### src/rtl/dali_rx_pkg.sv
package dali_rx_pkg;
  typedef enum logic [1:0] {
    ST_IDLE  = 2'd0,
    ST_START = 2'd1,
    ST_DATA  = 2'd2,
    ST_STOP  = 2'd3
  } rx_state_e;

  localparam int SUBS_PER_HALF = 16;
  localparam int PAYLOAD_BITS  = 16;
  localparam int STOP_HALVES   = 4;
endpackage

### src/rtl/dali_rx_prescale.sv
module dali_rx_prescale #(
  parameter int DIV_W = 8
) (
  input  logic             clk,
  input  logic             rst_n,
  input  logic             restart,
  input  logic [DIV_W-1:0] div_n,
  output logic             tick
);
  logic [DIV_W-1:0] cnt_q;

  assign tick = (cnt_q >= div_n);

  always_ff @(posedge clk or negedge rst_n) begin
    if (!rst_n)       cnt_q <= '0;
    else if (restart) cnt_q <= '0;
    else if (tick)    cnt_q <= '0;
    else              cnt_q <= cnt_q + 1'b1;
  end

  AST_TICK_SPACING: assert property (@(posedge clk) disable iff (!rst_n)
    (tick && !restart && div_n != '0) |=> (!tick || !$stable(div_n)));
endmodule

### src/rtl/dali_rx_halfbit.sv
module dali_rx_halfbit #(
  parameter int SUBS = dali_rx_pkg::SUBS_PER_HALF
) (
  input  logic clk,
  input  logic rst_n,
  input  logic restart,
  input  logic active,
  input  logic tick,
  input  logic line_s,
  output logic half_done,
  output logic half_lvl
);
  localparam int SW      = $clog2(SUBS);
  localparam int VOTE_LO = SUBS/2 - 2;
  localparam int VOTE_HI = SUBS/2;

  logic [SW-1:0] sub_q;
  logic [1:0]    votes_q;
  logic          in_window;

  assign in_window = (int'(sub_q) >= VOTE_LO) && (int'(sub_q) <= VOTE_HI);
  assign half_done = active && tick && (int'(sub_q) == SUBS-1);
  assign half_lvl  = (votes_q >= 2'd2);

  always_ff @(posedge clk or negedge rst_n) begin
    if (!rst_n) begin
      sub_q   <= '0;
      votes_q <= '0;
    end else if (restart) begin
      sub_q   <= '0;
      votes_q <= '0;
    end else if (active && tick) begin
      sub_q <= sub_q + 1'b1;
      if (half_done)
        votes_q <= '0;
      else if (in_window && line_s)
        votes_q <= votes_q + 1'b1;
    end
  end
endmodule

### src/rtl/dali_rx_decode.sv
module dali_rx_decode
  import dali_rx_pkg::*;
(
  input  logic        clk,
  input  logic        rst_n,
  input  logic        line_s,
  input  logic        half_done,
  input  logic        half_lvl,
  output logic        arm,
  output logic        active,
  output logic        frame_ok,
  output logic [PAYLOAD_BITS-1:0] frame_word
);
  localparam int DATA_HALVES = 2*PAYLOAD_BITS;
  localparam int HW = $clog2(DATA_HALVES + 1);

  rx_state_e         st_q;
  logic [3:0]        pre_q;
  logic [HW-1:0]     hcnt_q;
  logic [PAYLOAD_BITS-1:0] sr_q;
  logic              line_d;
  logic              second_half;
  logic              stop_last;

  assign arm         = (st_q == ST_IDLE) && line_d && !line_s;
  assign active      = (st_q != ST_IDLE);
  assign second_half = hcnt_q[0];
  assign stop_last   = (st_q == ST_STOP) && (int'(hcnt_q) == STOP_HALVES-1);
  assign frame_ok    = half_done && stop_last && ({pre_q[2:0], half_lvl} == 4'hF);
  assign frame_word  = sr_q;

  always_ff @(posedge clk or negedge rst_n) begin
    if (!rst_n) begin
      st_q   <= ST_IDLE;
      pre_q  <= 4'hF;
      hcnt_q <= '0;
      sr_q   <= '0;
      line_d <= 1'b1;
    end else begin
      line_d <= line_s;
      if (arm) begin
        st_q   <= ST_START;
        hcnt_q <= '0;
      end else if (half_done) begin
        pre_q  <= {pre_q[2:0], half_lvl};
        hcnt_q <= hcnt_q + 1'b1;
        unique case (st_q)
          ST_START: if (second_half) begin
            if ({pre_q[0], half_lvl} == 2'b01) begin
              st_q   <= ST_DATA;
              hcnt_q <= '0;
            end else begin
              st_q <= ST_IDLE;
            end
          end
          ST_DATA: if (second_half) begin
            if (pre_q[0] == half_lvl) begin
              st_q <= ST_IDLE;
            end else begin
              sr_q <= {sr_q[PAYLOAD_BITS-2:0], half_lvl};
              if (int'(hcnt_q) == DATA_HALVES-1) begin
                st_q   <= ST_STOP;
                hcnt_q <= '0;
              end
            end
          end
          ST_STOP: if (stop_last) st_q <= ST_IDLE;
          default: st_q <= ST_IDLE;
        endcase
      end
    end
  end

  AST_START_WAS_ONE: assert property (@(posedge clk) disable iff (!rst_n)
    (st_q == ST_DATA && hcnt_q == '0) |-> pre_q[0]);
  AST_OK_ENDS_FRAME: assert property (@(posedge clk) disable iff (!rst_n)
    frame_ok |=> !active);
endmodule

### src/rtl/dali_fwd_rx.sv
module dali_fwd_rx
  import dali_rx_pkg::*;
#(
  parameter int DIV_W = 8
) (
  input  logic             clk,
  input  logic             rst_n,
  input  logic [DIV_W-1:0] div_n,
  input  logic             rx_line,
  input  logic             irq_clr,
  output logic [7:0]       frame_addr,
  output logic [7:0]       frame_data,
  output logic             irq_flag
);
  logic [1:0] sync_q;
  logic       line_s, tick, arm, active, half_done, half_lvl, frame_ok;
  logic [PAYLOAD_BITS-1:0] word;

  assign line_s = sync_q[1];

  always_ff @(posedge clk or negedge rst_n) begin
    if (!rst_n) sync_q <= 2'b11;
    else        sync_q <= {sync_q[0], rx_line};
  end

  dali_rx_prescale #(.DIV_W(DIV_W)) u_pre (
    .clk(clk), .rst_n(rst_n), .restart(arm), .div_n(div_n), .tick(tick));

  dali_rx_halfbit #(.SUBS(SUBS_PER_HALF)) u_half (
    .clk(clk), .rst_n(rst_n), .restart(arm), .active(active), .tick(tick),
    .line_s(line_s), .half_done(half_done), .half_lvl(half_lvl));

  dali_rx_decode u_dec (
    .clk(clk), .rst_n(rst_n), .line_s(line_s), .half_done(half_done),
    .half_lvl(half_lvl), .arm(arm), .active(active), .frame_ok(frame_ok),
    .frame_word(word));

  always_ff @(posedge clk or negedge rst_n) begin
    if (!rst_n) begin
      frame_addr <= '0;
      frame_data <= '0;
      irq_flag   <= 1'b0;
    end else begin
      if (frame_ok) begin
        frame_addr <= word[PAYLOAD_BITS-1 -: 8];
        frame_data <= word[7:0];
      end
      if (irq_clr)       irq_flag <= 1'b0;
      else if (frame_ok) irq_flag <= 1'b1;
    end
  end

  AST_CLR_WINS: assert property (@(posedge clk) disable iff (!rst_n)
    irq_clr |=> !irq_flag);
  AST_FLAG_STICKY: assert property (@(posedge clk) disable iff (!rst_n)
    (irq_flag && !irq_clr) |=> irq_flag);
  AST_NO_LOAD_ON_DROP: assert property (@(posedge clk) disable iff (!rst_n)
    !frame_ok |=> ($stable(frame_addr) && $stable(frame_data)));
endmodule

### config.mk
export PLATFORM = sky130hd
export DESIGN_NAME = dali_fwd_rx
export DESIGN_NICKNAME = d
export VERILOG_FILES = /design/src/rtl/dali_rx_pkg.sv /design/src/rtl/dali_rx_prescale.sv /design/src/rtl/dali_rx_halfbit.sv /design/src/rtl/dali_rx_decode.sv /design/src/rtl/dali_fwd_rx.sv
export SDC_FILE = /design/constraint.sdc
export NUM_CORES = 1
export LEC_CHECK = 0
export ABC_AREA = 1
export CAP_MARGIN = 25
export CORE_ASPECT_RATIO = 1.2
export CORE_MARGIN = 4
export CORE_UTILIZATION = 55
export DETAILED_ROUTE_END_ITERATION = 12
export DONT_BUFFER_PORTS = 1
export HOLD_SLACK_MARGIN = 0.15
export PLACE_DENSITY = 0.73
export RECOVER_POWER = 25
export SYNTH_ARGS = -nofsm -noshare
export SYNTH_HDL_FRONTEND = slang
export SYNTH_SLANG_ARGS = --single-unit
### constraint.sdc
create_clock -name clk -period 2 [get_ports clk]
set_clock_uncertainty 0.2 [all_clocks]
set_input_delay 0.4 -clock clk [delete_from_list [all_inputs] [get_ports clk]]
set_output_delay 0.4 -clock clk [all_outputs]
set_load 0.02 [all_outputs]
Word level (Yosys, flattened, before mapping)

Cells that the tools add are included.

Magnitude comparators: 4
Equality and inequality tests: 13
Bitwise logic cells: 2
Muxes and demuxes: 27
$add $sub $neg: 4
Reductions and logical operators: 20

Operators by type and width:

| operator                                                          | count |
|---|---|
| 2-to-1 mux 6 bit                                                  | 7 |
| 2-to-1 mux 2 bit                                                  | 12 |
| 2-to-1 mux 8 bit                                                  | 2 |
| case mux 6 bit (2 select lines)                                   | 1 |
| AND reduction 5 bit                                               | 2 |
| logical AND 1 bit                                                 | 9 |
| != test 3 x 2 -> 1 bit, second input constant                     | 3 |
| adder 8 x 1 -> 8 bit, second input constant                       | 1 |
| greater-or-equal comparator 8 bit                                 | 1 |
| 2-to-1 mux 4 bit                                                  | 2 |
| nonzero test 2 bit                                                | 4 |
| adder 6 x 1 -> 6 bit, second input constant                       | 1 |
| == test 6 x 3 -> 1 bit, second input constant                     | 1 |
| == test 6 bit, second input constant                              | 1 |
| case mux 2 bit (3 select lines)                                   | 1 |
| adder 4 x 1 -> 4 bit, second input constant                       | 1 |
| == test 2 x 1 -> 1 bit, second input constant                     | 2 |
| == test 2 bit, second input constant                              | 2 |
| == test 4 x 1 -> 1 bit, second input constant                     | 1 |
| == test 4 bit, second input constant                              | 1 |
| greater-or-equal comparator 4 x 3 -> 1 bit, second input constant | 1 |
| less-or-equal comparator 4 bit, second input constant             | 1 |
| != test 4 x 2 -> 1 bit, second input constant                     | 1 |
| AND reduction 2 bit                                               | 2 |
| 8 further kinds                                                   | 10 |

Output and inout bits: 17
Register bits after elaboration: 61
Input bits: 12
Word-level logic and storage cells: 82

Logic depth before layout (Yosys ltp)

Depth after elaboration: 7
Gate-level depth with buffers: 15
Depth with buffers taken out: 15

Modules after synthesis

Synthesis repeated with hierarchy kept, for this count alone.

Cell total of the unflattened synthesis: 374
Area total of the unflattened synthesis: 3179.3 µm²

By module, submodules not included:

| module           | cells an instance | instances | seq. area each (µm²) | area an instance (µm²) |
|---|---|---|---|---|
| dali_rx_decode   | 164               | 1         | 705.7                | 1461.4 |
| dali_fwd_rx      | 73                | 1         | 478.0                | 701.9 |
| dali_rx_prescale | 83                | 1         | 200.2                | 611.8 |
| dali_rx_halfbit  | 54                | 1         | 150.1                | 404.1 |

Worst setup path before layout

No wires, ideal clock.

Kind: reg-to-reg
From: reg u_half.votes_q[0]
To: reg u_dec.sr_q[5], in the netlist u_dec.frame_word[5]
Stages on the path, launching flop included: 11
Setup time: 0.118 ns
Buffers on the path: 1
Required time: 1.682 ns
Slack: -0.098 ns
Arrival time: 1.780 ns
Period minus slack after synthesis: 2.098 ns
Cell sequence: dfrtp_1 -> inv_1 -> ha_1 -> nor2_1 -> inv_1 -> ha_1 -> nor3_1 -> nand2_4 -> buf_6 -> nand2_2 -> o21ai_2

Longest elaborated chain between the ends: 4

Ends and longest elaborated chain:

| element                           | line                  | source |
|---|---|---|
| from (decl)                       | dali_rx_halfbit.sv:18 | `logic [1:0] votes_q;` |
| from (signal assigned)            | dali_rx_halfbit.sv:37 | `votes_q <= votes_q + 1'b1;` |
| greater-or-equal comparator 2 bit | dali_rx_halfbit.sv:23 | `assign half_lvl = (votes_q >= 2'd2);` |
| via half_lvl                      | dali_fwd_rx.sv:16     | `logic line_s, tick, arm, active, half_done, half_lvl, frame_ok;` |
| == test 1 bit                     | dali_rx_decode.sv:57  | `if (pre_q[0] == half_lvl) begin` |
| inverter 1 bit (no line)          | n/a                   |  |
| AND reduction 5 bit (no line)     | n/a                   |  |
| to (signal assigned)              | dali_rx_decode.sv:60  | `sr_q <= {sr_q[PAYLOAD_BITS-2:0], half_lvl};` |
| to (decl)                         | dali_rx_decode.sv:20  | `logic [PAYLOAD_BITS-1:0] sr_q;` |

The timed path passes the listed nets, and every way through them passes these cells.
A chain may end at the register's enable or synchronous reset.

Worst setup path after layout

From: reg u_pre.cnt_q[5]
To: reg frame_addr[5]

Longest elaborated chain between the ends: 5

Ends and longest elaborated chain:

| element                           | line                   | source |
|---|---|---|
| from (decl)                       | dali_rx_prescale.sv:10 | `logic [DIV_W-1:0] cnt_q;` |
| from (signal assigned)            | dali_rx_prescale.sv:18 | `else cnt_q <= cnt_q + 1'b1;` |
| greater-or-equal comparator 8 bit | dali_rx_prescale.sv:12 | `assign tick = (cnt_q >= div_n);` |
| logical AND 1 bit (2 in a row)    | dali_rx_halfbit.sv:22  | `assign half_done = active && tick && (int'(sub_q) == SUBS-1);` |
| logical AND 1 bit (2 in a row)    | dali_rx_decode.sv:29   | `assign frame_ok = half_done && stop_last && ({pre_q[2:0], half_lvl} == 4'hF);` |
| to (signal assigned)              | dali_fwd_rx.sv:45      | `frame_addr <= word[PAYLOAD_BITS-1 -: 8];` |
| to (decl)                         | dali_fwd_rx.sv:11      | `output logic [7:0] frame_addr,` |

Every way passes these cells.

==> results by group <==
Outcome
  • Outcome: finished with violations
  • Failing checks: negative hold slack, negative setup slack

Die
  • IO Pins: 29
  • Die height: 91.6 um
  • Row count: 30
  • CORE AREA: 5670 um^2
  • Die area: 7120 um^2
  • Die Wd: 77.7 um
  • Starting density of the core: 0.566

Drt
  • ANT nets after route: 0
  • Routed len/inst: 15.2 um
  • Routed via count: 2515
  • Post-Route WL: 7150 um
  • TritonRoute pass-1 iters: 4
  • Initial DRC Count: 152
  • Post-route DRC: 0
  • Vias per cell: 5.34

Worst setup path
  • Critical path endpoint category: flip-flop
  • Worst Path Required: 2.04 ns
  • Crit path DAT: 2.07 ns
  • R2r startpoint: u_pre.cnt_q[5]
  • R2r setup slk: -0.03 ns
  • Reg2reg path depth: 10
  • Slowest stage cell, crit path: dfrtp_1
  • CP Cell Sequence: ha_1 > a21oi_2 > o21a_1 > nand2_4 > nand3_4 > inv_8 > buf_8 > nand2_8 > nand2_1 > o21ai_2
  • CP Max Fanout: 8
  • Reg2Reg Capture Point: frame_addr[5]
  • WS Path Type: flip-flop to flip-flop
  • Element type at the critical path start: flip-flop
  • Critical Path Start: u_pre.cnt_q[5]
  • Largest stage delay on the critical path: 0.42 ns

Placement
  • Placer Congestion: 0.880
  • HPWL Detailed: 3980 um
  • Buffers on Ports: 0
  • Placed inst area: 3390 um^2

Power and ir drop
  • Clock share of power: 0.376
  • Power Internal: 2.35 mW
  • P_sw: 935 uW
  • Final Power: 3.29 mW
  • Combinational Power Share: 0.192
  • Maximum vdd drop: 0.000723 V
  • PwrDens: 807 nW/um^2
  • Switching Fraction: 0.284
  • Pleak: 1.88 nW
  • Flop pwr share: 0.431

Timing
  • Worst setup margin: -0.0341 ns
  • RSZ-0062 raised after global routing: yes
  • Tcrit/Tclk final: 1.02
  • Finish-stage setup viols: 21
  • Worst-Margin Slew: 0.358 ns
  • Slew headroom: 0.760
  • Worst hold slack: -0.460 ns
  • Max Slew Vio Count: 0
  • Hold Violations, Final: 61
  • Fmax: 0.492 GHz
  • Final min period: 2.03 ns

Yosys
  • Synth Cell Area: 3210 um^2
  • Library cells used by synthesis: 33
  • Mapped Cells: 349
  • Top-area cell type share of the netlist area: 0.429
  • Post-Syn Nets: 380
  • Top cells by area, synth: dfrtp_1, o21ai_2, nand2_1
  • Mean Syn Cell Area: 9.19 um^2
  • Seq cells post-synth: 61
  • Synth area leader: dfrtp_1
  • Seq/Total Area, Yosys: 0.479
  • Synth Warn #: 0

Global routing
  • Largest net degree at the start of global routing: 62
  • First-pass GRT wire length: 10700 um
  • GRT Resource Usage Total: 0.187
  • Total gr overflow: 0
  • Vias in the first global route: 2487
  • Initial antenna violation count: 0

Layout
  • Nets: 417
  • Ant. Diodes: 0
  • Synthesis-to-finish area growth: 27.1%
  • Layout cell share with drive strength beyond 1: 0.353
  • Fin area: 4080 um^2

CTS
  • Worst-Skew Late Latency: 0.35 ns
  • CTS tree: yes
  • Clk root buf: clkbuf_8
  • Clock sinks: 61
  • CTS Hold Buffers Added: 2
  • CTS buffer count: 9
  • Clock Tree Buf Depth: 2
  • Htree depth: 3
  • CTS clk-pin slew, worst paths: 0.08 ns

Run
  • Maxcap violations: 0

Min path
  • Hold Path Class: input port to async pin
[cell usage in the layout (no fill, tap or decap), types with 3 or more instances in the layout]
cell / instances
inv_1: 52
a21oi_1: 4
dfrtp_1: 55
nand3_2: 3
clkbuf_8: 9
xor2_1: 5
ha_1: 15
nand2_8: 6
nand2_1: 48
dfstp_2: 6
ha_4: 3
o21ai_0: 7
nand4_1: 4
nand2_4: 11
nand3_1: 21
nor2_1: 21
o21ai_2: 33
nand2_2: 15
o21ai_1: 4
nor3_1: 5
buf_4: 22
[synth_stat cells, drive strengths merged]
cell / number
a21boi: 1
a21oi: 6
a31oi: 1
a41oi: 1
and2: 1
and3: 1
buf: 7
clkbuf: 1
dfrtp: 55
dfstp: 6
ha: 19
inv: 55
nand2: 77
nand3: 25
nand3b: 1
nand4: 4
nor2: 25
nor3: 7
nor3b: 2
o211ai: 1
o21a: 1
o21ai: 44
o22ai: 2
xnor2: 1
xor2: 5
[state kept, by name, summed over array words and instances, names as in the netlist]
signal            count
u_pre.cnt_q           8
frame_data            8
u_dec.st_q            2
u_dec.hcnt_q          6
u_dec.pre_q           3
u_dec.frame_word     16
u_dec.line_d          1
u_half.votes_q        2
irq_flag              1
u_half.sub_q          4
sync_q                2
frame_addr            8
[power by group through the flow]
stage / registers (mW) / clock network, mW / logic, mW
floorplan: 1.43 / 0 / 0.384
global placement: 1.44 / 0 / 0.532
detailed placement: 1.44 / 0 / 0.562
CTS: 1.41 / 1.24 / 0.605
global route: 1.43 / 1.31 / 0.715
finish: 1.42 / 1.24 / 0.632
[area by class of cell]
class / count / area, um^2
Multi-Input combinational cell: 228 / 1690
Fill cell: 397 / 1590
Sequential cell: 61 / 1530
Timing Repair Buffer: 31 / 315
Inverter: 55 / 214
Clock buffer: 9 / 124
Tap cell: 80 / 100
Clock inverter: 7 / 97.6
[stage by stage]
stage / std cells / worst slack [ns] / TNS, ns / utilization
2_1_floorplan: 349 / 0.0489 / 0 / -
3_3_place_gp: 441 / -0.0638 / -1.84 / 0.599
3_5_place_dp: 441 / -0.120 / -2.36 / 0.599
4_1_cts: 467 / 0.00186 / 0 / 0.668
5_1_grt: 471 / -0.109 / -2.90 / 0.719
6_report: 471 / -0.0341 / -0.235 / 0.719
[worst max-delay path by stage]
stage,endpoint,slack (ns),depth (start not counted)
after floorplan,u_dec.frame_word[5],0.05,10
after global placement,u_dec.hcnt_q[3],-0.06,11
after detailed placement,frame_data[3],-0.12,13
after CTS,frame_data[3],0.002,13
after global routing,frame_addr[5],-0.11,14
final,frame_addr[5],-0.03,10
[per-layer routing]
metal  track usage  part of all wire  up-vias
met5             0                 0        -
met3        0.0363             0.037       16
met1         0.228              0.42     1240
li1              -                 -     1211
met2         0.317              0.52       48
met4        0.0846             0.020        0
[critical path, delay by kind of cell (launching register included)]
kind	cells	cell delay (ns)
AO/OA/AOI/OAI	3	0.34
adder cells (fa/ha/maj)	1	0.32
buffers and inverters	2	0.26
flip-flops	1	0.42
AND/OR/NAND/NOR	4	0.38
[timing repair]
item	4_1_cts	5_1_grt
gates cloned	2	3
hold endpoints to repair	63	61
pin swaps	2	10
gates resized for setup	10	62
setup endpoints to repair	39	47
buffers inserted	6	1
[kinds of logic (layout without fill, tap and decap cells)]
logic type	after synthesis	after routing	synth area share
compound gates	57	57	0.133
flops	61	61	0.479
simple gates	143	146	0.207
fa+ha+maj	19	19	0.0742
xor+xnor	6	6	0.0164
buf+inv	63	102	0.0906
(Power assumes the default switching activity.)
